File: src/rtl/can_txbuf_pkg.sv
package can_txbuf_pkg;
  localparam int unsigned STATUS_W = 4;
  localparam int unsigned EV_W     = 6;

  typedef enum logic [STATUS_W-1:0] {
    ST_IDLE      = 4'b1000,
    ST_ONCE      = 4'b1100,
    ST_BUSY_DATA = 4'b1101,
    ST_ONCE_ANS  = 4'b1110,
    ST_BUSY_ANS  = 4'b1111,
    ST_WAIT_RTR  = 4'b1010,
    ST_RX_READY  = 4'b0010
  } txb_state_e;

  typedef struct packed {
    logic cpu;
    logic sched;
    logic tx_ok;
    logic rtr_reply;
    logic rtr_sched;
    logic retry;
  } txb_ev_t;

  function automatic logic txb_busy(input logic [STATUS_W-1:0] s);
    return (s == ST_BUSY_DATA) || (s == ST_BUSY_ANS);
  endfunction

  function automatic logic txb_writable(input logic [STATUS_W-1:0] c);
    return (c == ST_IDLE) || (c == ST_ONCE) || (c == ST_ONCE_ANS) ||
           (c == ST_WAIT_RTR) || (c == ST_RX_READY);
  endfunction
endpackage

File: src/rtl/txb_cpu_decode.sv
module txb_cpu_decode
  import can_txbuf_pkg::*;
(
  input  logic                cpu_wr_i,
  input  logic [STATUS_W-1:0] cpu_wdata_i,
  input  txb_state_e          cur_i,
  output logic                wr_acc_o
);
  // busy states lock out software
  assign wr_acc_o = cpu_wr_i && txb_writable(cpu_wdata_i) && !txb_busy(cur_i);
endmodule

File: src/rtl/txb_next_state.sv
module txb_next_state
  import can_txbuf_pkg::*;
(
  input  txb_state_e          cur_i,
  input  logic                wr_acc_i,
  input  logic [STATUS_W-1:0] cpu_wdata_i,
  input  logic                sched_grant_i,
  input  logic                tx_done_i,
  input  logic                tx_fail_i,
  input  logic                preempt_i,
  input  logic                rtr_rx_i,
  input  logic                is_remote_i,
  output txb_state_e          nxt_o,
  output txb_ev_t             ev_o
);
  logic requeue;
  assign requeue = !tx_done_i && (tx_fail_i || preempt_i);

  always_comb begin
    nxt_o = cur_i;
    ev_o  = '0;
    if (wr_acc_i) begin
      nxt_o  = txb_state_e'(cpu_wdata_i);
      ev_o.cpu = 1'b1;
    end else begin
      case (cur_i)
        ST_ONCE: if (sched_grant_i) begin
          nxt_o    = ST_BUSY_DATA;
          ev_o.sched = 1'b1;
        end
        ST_ONCE_ANS: if (sched_grant_i) begin
          nxt_o    = ST_BUSY_ANS;
          ev_o.sched = 1'b1;
        end
        ST_BUSY_DATA: begin
          if (tx_done_i) begin
            nxt_o    = is_remote_i ? ST_RX_READY : ST_IDLE;
            ev_o.tx_ok = 1'b1;
          end else if (requeue) begin
            nxt_o    = ST_ONCE;
            ev_o.retry = 1'b1;
          end
        end
        ST_BUSY_ANS: begin
          if (tx_done_i) begin
            nxt_o        = ST_WAIT_RTR;
            ev_o.rtr_reply = 1'b1;
          end else if (requeue) begin
            nxt_o    = ST_ONCE_ANS;
            ev_o.retry = 1'b1;
          end
        end
        ST_WAIT_RTR: if (rtr_rx_i) begin
          nxt_o        = ST_ONCE_ANS;
          ev_o.rtr_sched = 1'b1;
        end
        default: ;
      endcase
    end
  end
endmodule

File: src/rtl/txb_state_reg.sv
module txb_state_reg
  import can_txbuf_pkg::*;
(
  input  logic       clk_i,
  input  logic       rst_ni,
  input  txb_state_e nxt_i,
  input  txb_ev_t    ev_i,
  output txb_state_e cur_o,
  output txb_ev_t    ev_o
);
  always_ff @(posedge clk_i or negedge rst_ni) begin
    if (!rst_ni) begin
      cur_o <= ST_IDLE;
      ev_o  <= '0;
    end else begin
      cur_o <= nxt_i;
      ev_o  <= ev_i;
    end
  end
endmodule

File: src/rtl/can_txbuf_fsm.sv
module can_txbuf_fsm
  import can_txbuf_pkg::*;
(
  input  logic                clk_i,
  input  logic                rst_ni,
  input  logic                cpu_wr_i,
  input  logic [STATUS_W-1:0] cpu_wdata_i,
  input  logic                sched_grant_i,
  input  logic                tx_done_i,
  input  logic                tx_fail_i,
  input  logic                preempt_i,
  input  logic                rtr_rx_i,
  input  logic                is_remote_i,
  output logic [STATUS_W-1:0] status_o,
  output logic                tx_req_o,
  output logic                ev_cpu_o,
  output logic                ev_sched_o,
  output logic                ev_tx_ok_o,
  output logic                ev_rtr_reply_o,
  output logic                ev_rtr_sched_o,
  output logic                ev_retry_o
);
  txb_state_e cur, nxt;
  txb_ev_t    ev_nxt, ev_q;
  logic       wr_acc;

  txb_cpu_decode u_dec (
    .cpu_wr_i    (cpu_wr_i),
    .cpu_wdata_i (cpu_wdata_i),
    .cur_i       (cur),
    .wr_acc_o    (wr_acc)
  );

  txb_next_state u_nxt (
    .cur_i         (cur),
    .wr_acc_i      (wr_acc),
    .cpu_wdata_i   (cpu_wdata_i),
    .sched_grant_i (sched_grant_i),
    .tx_done_i     (tx_done_i),
    .tx_fail_i     (tx_fail_i),
    .preempt_i     (preempt_i),
    .rtr_rx_i      (rtr_rx_i),
    .is_remote_i   (is_remote_i),
    .nxt_o         (nxt),
    .ev_o          (ev_nxt)
  );

  txb_state_reg u_reg (
    .clk_i  (clk_i),
    .rst_ni (rst_ni),
    .nxt_i  (nxt),
    .ev_i   (ev_nxt),
    .cur_o  (cur),
    .ev_o   (ev_q)
  );

  assign status_o       = cur;
  assign tx_req_o       = (cur == ST_ONCE) || (cur == ST_ONCE_ANS);
  assign ev_cpu_o       = ev_q.cpu;
  assign ev_sched_o     = ev_q.sched;
  assign ev_tx_ok_o     = ev_q.tx_ok;
  assign ev_rtr_reply_o = ev_q.rtr_reply;
  assign ev_rtr_sched_o = ev_q.rtr_sched;
  assign ev_retry_o     = ev_q.retry;
endmodule

File: config.mk
export PLATFORM = sky130hd
export DESIGN_NAME = can_txbuf_fsm
export DESIGN_NICKNAME = d
export VERILOG_FILES = /design/src/rtl/can_txbuf_pkg.sv /design/src/rtl/txb_cpu_decode.sv /design/src/rtl/txb_next_state.sv /design/src/rtl/txb_state_reg.sv /design/src/rtl/can_txbuf_fsm.sv
export SDC_FILE = /design/constraint.sdc
export NUM_CORES = 1
export LEC_CHECK = 0
export CAP_MARGIN = 0
export CORE_AREA = 2 2 39 41
export DETAILED_ROUTE_END_ITERATION = 6
export DIE_AREA = 0 0 41 43
export PLACE_DENSITY = 0.82
export SYNTH_ARGS = -nofsm -noshare
export SYNTH_HDL_FRONTEND = slang
export SYNTH_SLANG_ARGS = --single-unit
File: constraint.sdc
create_clock -name clk_i -period 2.4 [get_ports clk_i]
set_input_delay 0.48 -clock clk_i [delete_from_list [all_inputs] [get_ports clk_i]]
set_output_delay 0.48 -clock clk_i [all_outputs]
set_load 0.02 [all_outputs]
* Word level (Yosys, flattened, before mapping)
Cells that the tools add are included.
** Operators by class
- Shifts and indexed selects :: 0
- Divide/modulo/power cells :: 0
- Reductions and logical operators :: 16
- Multipliers :: 0
- Mux-type cells :: 22
- Bitwise gates (word level) :: 0
- $add $sub $neg :: 0
- Equal/unequal tests :: 15
- $lt $le $gt $ge :: 0
** Operators with widths (count)
- 4-bit equality test, second input constant :: 9
- 4-bit two-way mux :: 9
- 4-bit one-hot mux with 5 select lines :: 1
- 1-bit two-way mux :: 11
- 4-bit by 2-bit != test with 1-bit output, second input constant :: 2
- 1-bit logical OR :: 7
- 3-bit by 2-bit != test with 1-bit output, second input constant :: 2
- 6-bit AND reduction :: 1
- 6-bit nonzero test :: 1
- 5-bit two-way mux :: 1
- 4-bit by 2-bit equality test with 1-bit output, second input constant :: 1
- 2-bit OR reduction :: 2
- 1-bit logical AND :: 3
- 3-bit != test, second input constant :: 1
- 1-bit zero test :: 2
** Word-level totals
- Register bits after elaboration :: 10
- ROM bits :: 0
- Input bits :: 13
- Logic and storage cells :: 60
- Bits in writable memories :: 0
- Memories :: 0
- Bits in latches :: 0
- Output and inout port bits :: 11

* Depth between registers and ports, before layout
- Depth after elaboration :: 9
- Mapped depth :: 5
- Gate-level depth less buffers :: 4

* By module
From an unflattened synthesis, not the netlist that was laid out.
** Second synthesis, totals
- Cell total of the unflattened synthesis :: 43
- Area total of the unflattened synthesis :: 459.2 sq um
** By module, submodules not included
- txb_state_reg :: instances 1, cells an instance 10, area each 251.5 sq um
- txb_next_state :: instances 1, cells an instance 28, area each 172.7 sq um
- txb_cpu_decode :: instances 1, cells an instance 4, area each 26.3 sq um
- can_txbuf_fsm :: instances 1, cells an instance 1, area each 8.8 sq um

* Worst setup path before layout
Ideal clock, no wire load.
- Path kind :: flip-flop to flip-flop
- From :: register u_reg.cur_o[2]
- To :: register u_reg.cur_o[1]
- Stages on the path, launching flop included :: 5
- Clock period less this slack :: 1.570 ns
- Buffers on the path :: 1
- Setup slack :: 0.830 ns
- Data arrival time :: 1.488 ns
- Cells stage by stage :: dfrtp_1 buf_6 o31a_1 or4b_1 a31oi_1
** On the way
- Longest elaborated chain between the ends :: 6
- Elaborated cells on any way between the ends :: 17
- Those cells by class :: eq/ne: 10; mux: 2; reduce/logical: 5
** RTL lines
- start, declared :: line txb_state_reg.sv:8 : output txb_state_e cur_o,
- start signal, assigned :: line txb_state_reg.sv:16 : cur_o <= nxt_i;
- 4-bit equality test :: line can_txbuf_pkg.sv:25, txb_next_state.sv:26
- 1-bit logical OR :: line can_txbuf_pkg.sv:25 : return (s == ST_BUSY_DATA) || (s == ST_BUSY_ANS);
- 1-bit zero test :: line txb_cpu_decode.sv:10 : assign wr_acc_o = cpu_wr_i && txb_writable(cpu_wdata_i) && !txb_busy(cur_i);
- 1-bit logical AND :: line txb_cpu_decode.sv:10
- 4-bit by 2-bit != test with 1-bit output (no line), or another cell as far along
- 6-bit AND reduction (no line)
Parallel ways exist; a longest one is shown, timed or not.
A chain may end at the register's enable or synchronous reset.

* Worst setup path after layout
- From :: register u_reg.cur_o[2]
- To :: output tx_req_o
** On the way
- Longest elaborated chain between the ends :: 2
- Elaborated cells on any way between the ends :: 3
- Those cells by class :: eq/ne: 2; reduce/logical: 1
** RTL lines
- 4-bit equality test :: line can_txbuf_fsm.sv:58 : assign tx_req_o = (cur == ST_ONCE) || (cur == ST_ONCE_ANS);
- 1-bit logical OR * :: line can_txbuf_fsm.sv:58
- end, declared :: line can_txbuf_fsm.sv:15 : output logic tx_req_o,
Every way passes the cells marked *; elsewhere a longest branch is shown, timed or not.

==> summary.txt <==
Synth Area in Adders: 0
final core utilization: 0.571
most common cell in the synthesized netlist: dfrtp_1
Synth Cell Area: 523 um^2
routed length per instance: 13.6 um
Routed WL: 1.25 mm
Synth Area in XOR/XNOR: 0
Slew @ Worst Pin: 0.480 ns
R2R Setup Slk: 0.70 ns
ys async rst share: 1.00
EDFF count, synth: 0
I/O pin total: 24
Hold Buf Count CTS: 0
Worst Path Required: 1.92 ns
H-tree depth: 1
fmax: 462 MHz
Final #Nets: 90
delay-heaviest family, CP: buffers and inverters
Via-to-Cell Ratio: 5.38
GPL Wtd Cong: 0.725
worst slack at placement: 0.382 ns
GR Overflow Total: 0
max-slew violation count: 0
Final Cycle Share: 0.901
Synth top area share: 0.431
total CTS buffers: 3
PD cells: 1020 nW/um^2
Placeable Area: 1380 um^2
Buf/Inv on CP: 1
CTS tree: built
CP endpoint kind: output pin
initial antenna violation count: 0
clock slew at reported path FFs: 0.07 ns
Setup Fix Bufs, Post-CTS: 0
maximum VDD drop: 0.464 mV
area grow syn2layout: 51.2%
mux contribution to synthesized area: 0.0431
critical-path cell list: nand2_1, nor2_1, clkdlybuf4s50_1
final hold violation count: 0
Critical Path AT: 1.68 ns
clock sink count: 10
Ant. Diodes: 0
min Tclk post-route: 2.16 ns
RSZ-0062 raised after global routing: no
port bufs: 23
Worst R2R End: u_reg.cur_o[1]
Post-Syn Area per Cell: 10.3 um^2
post-synth cell types: 27
Max stage delay cell, worst path: clkdlybuf4s50_1
placed cell area: 754 um^2
vias in the first global route: 436
clock latency on the worst-skew pair: 0.27 ns
Initial Util: 0.378
post-synthesis register bit count: 10
main area contributors after synthesis: dfrtp_1 (43%), dfstp_2 (5.0%), nor2_1 (4.3%), o21ai_4 (3.1%), a21oi_1 (2.9%)
delay of the slowest critical-path stage: 0.61 ns
DP HPWL: 925 um
fraction of layout cells with a size suffix above 1: 0.158
Setup CP Type: register to output pin
post-route cell area: 791 um^2
post-route ant nets: 0
Non-Filler Instances: 92
crit start category: register
first-pass GRT wire length: 1.99 mm
DR iter-0 viols: 27
skew final: 0.000844 ns
Post-Synth Simple-Gate Area: 0.230
setup TNS after final layout: 0 ns
routed vias: 495
Net Count, Synth: 64
# Max-Cap Violations: 0
R2R depth: 3
setup violators final: 0
status: finished, final reports clean
Worst Hold Class: input port to async pin
Compound-Gate Fraction of Synth Area: 0.182
clk root buf: clkbuf_4
Main synth FF type: dfrtp_1
Rows: 14
Total Routing Usage GR: 0.176
fraction of the yosys area taken by sequential cells: 0.481
min setup slack post-route: 0.237 ns
Slew headroom: 0.679
Power, Total: 0.805 mW
Post-synth top cells: dfrtp_1 (9), nor2_1 (6), nand2_1 (4)
die area: 1760 um^2
die width: 41 um
Critical R2R Launch: u_reg.cur_o[0]
post-CTS resize count: 0
dominant cell type by area after synthesis: dfrtp_1
CTS max path bufs: 2
DRT Pass-1 Iters: 4
Worst Path Max Fanout: 10
Final Hold Slack: 0.538 ns
Leak: 0.335 nW
Post-Syn Instances: 51
largest family of logic cells by synthesized area: simple AND/OR/NAND/NOR gates
die height: 43 um
Placed Cells incl. Taps: 88
DRC: 0
yosys warns: 0
pin count of the biggest net entering global routing: 14
[cell type report]
type,instances,area [um^2]
Clock buffer,4,36.3
Multi-Input combinational cell,35,238
Inverter,4,15.0
Tap cell,16,20.0
Sequential cell,10,251
Timing Repair Buffer,23,230
Fill cell,119,593
[cells by family after synthesis]
kind of cell	Yosys count
flip-flops	10
AO/OA/AOI/OAI	12
multiplexers	2
AND/OR/NAND/NOR	21
buffers and inverters	6
[layout by cell type, fill, tap and decap left out]
cell,netlist,final
o31a_1,1,1
o21a_1,1,1
nor2b_2,1,1
nor3_1,2,2
nand4_1,1,1
inv_1,3,3
dfstp_2,1,1
nand2_1,4,4
clkbuf_4,1,3
o21ai_4,1,1
mux2_2,1,1
nor2_1,6,6
o211ai_2,1,1
clkbuf_8,0,1
nor4_2,1,1
a31oi_1,2,2
nor4_1,1,1
inv_2,1,1
o31ai_1,1,1
nor2b_4,1,1
a21oi_1,3,3
o21bai_1,1,1
or4b_1,1,1
dfrtp_1,9,9
mux2_1,1,1
a22oi_1,1,1
nand3_1,3,3
clkdlybuf4s50_1,0,23
[power by group]
part / internal, mW / leakage [nW] / switching, mW / total, mW
clock: 0.0922 / 0.0210 / 0.0608 / 0.153
combinational: 0.177 / 0.184 / 0.168 / 0.345
sequential: 0.215 / 0.130 / 0.0920 / 0.307
total: 0.484 / 0.335 / 0.321 / 0.805
[routing by layer]
layer	track usage	wire length, um
met5	0	0
met1	0.196	461
met2	0.266	641
met4	0.120	29
met3	0.0628	115
[how the worst max path moves through the flow]
stage,endpoint,startpoint,slack (ns),cells past startpoint
2_1_floorplan,u_reg.cur_o[1],u_reg.cur_o[2],0.83,4
3_3_place_gp,u_reg.cur_o[1],rtr_rx_i,0.44,5
3_5_place_dp,u_reg.cur_o[1],rtr_rx_i,0.38,5
4_1_cts,tx_req_o,u_reg.cur_o[2],0.25,3
5_1_grt,tx_req_o,u_reg.cur_o[2],0.15,3
6_report,tx_req_o,u_reg.cur_o[2],0.24,3
[registers in the layout, indices dropped and copies added (netlist names)]
| signal | count |
|---|---|
| u_reg.cur_o | 4 |
| u_reg.ev_o | 6 |
No activity file was read; power rests on OpenSTA's default activity.
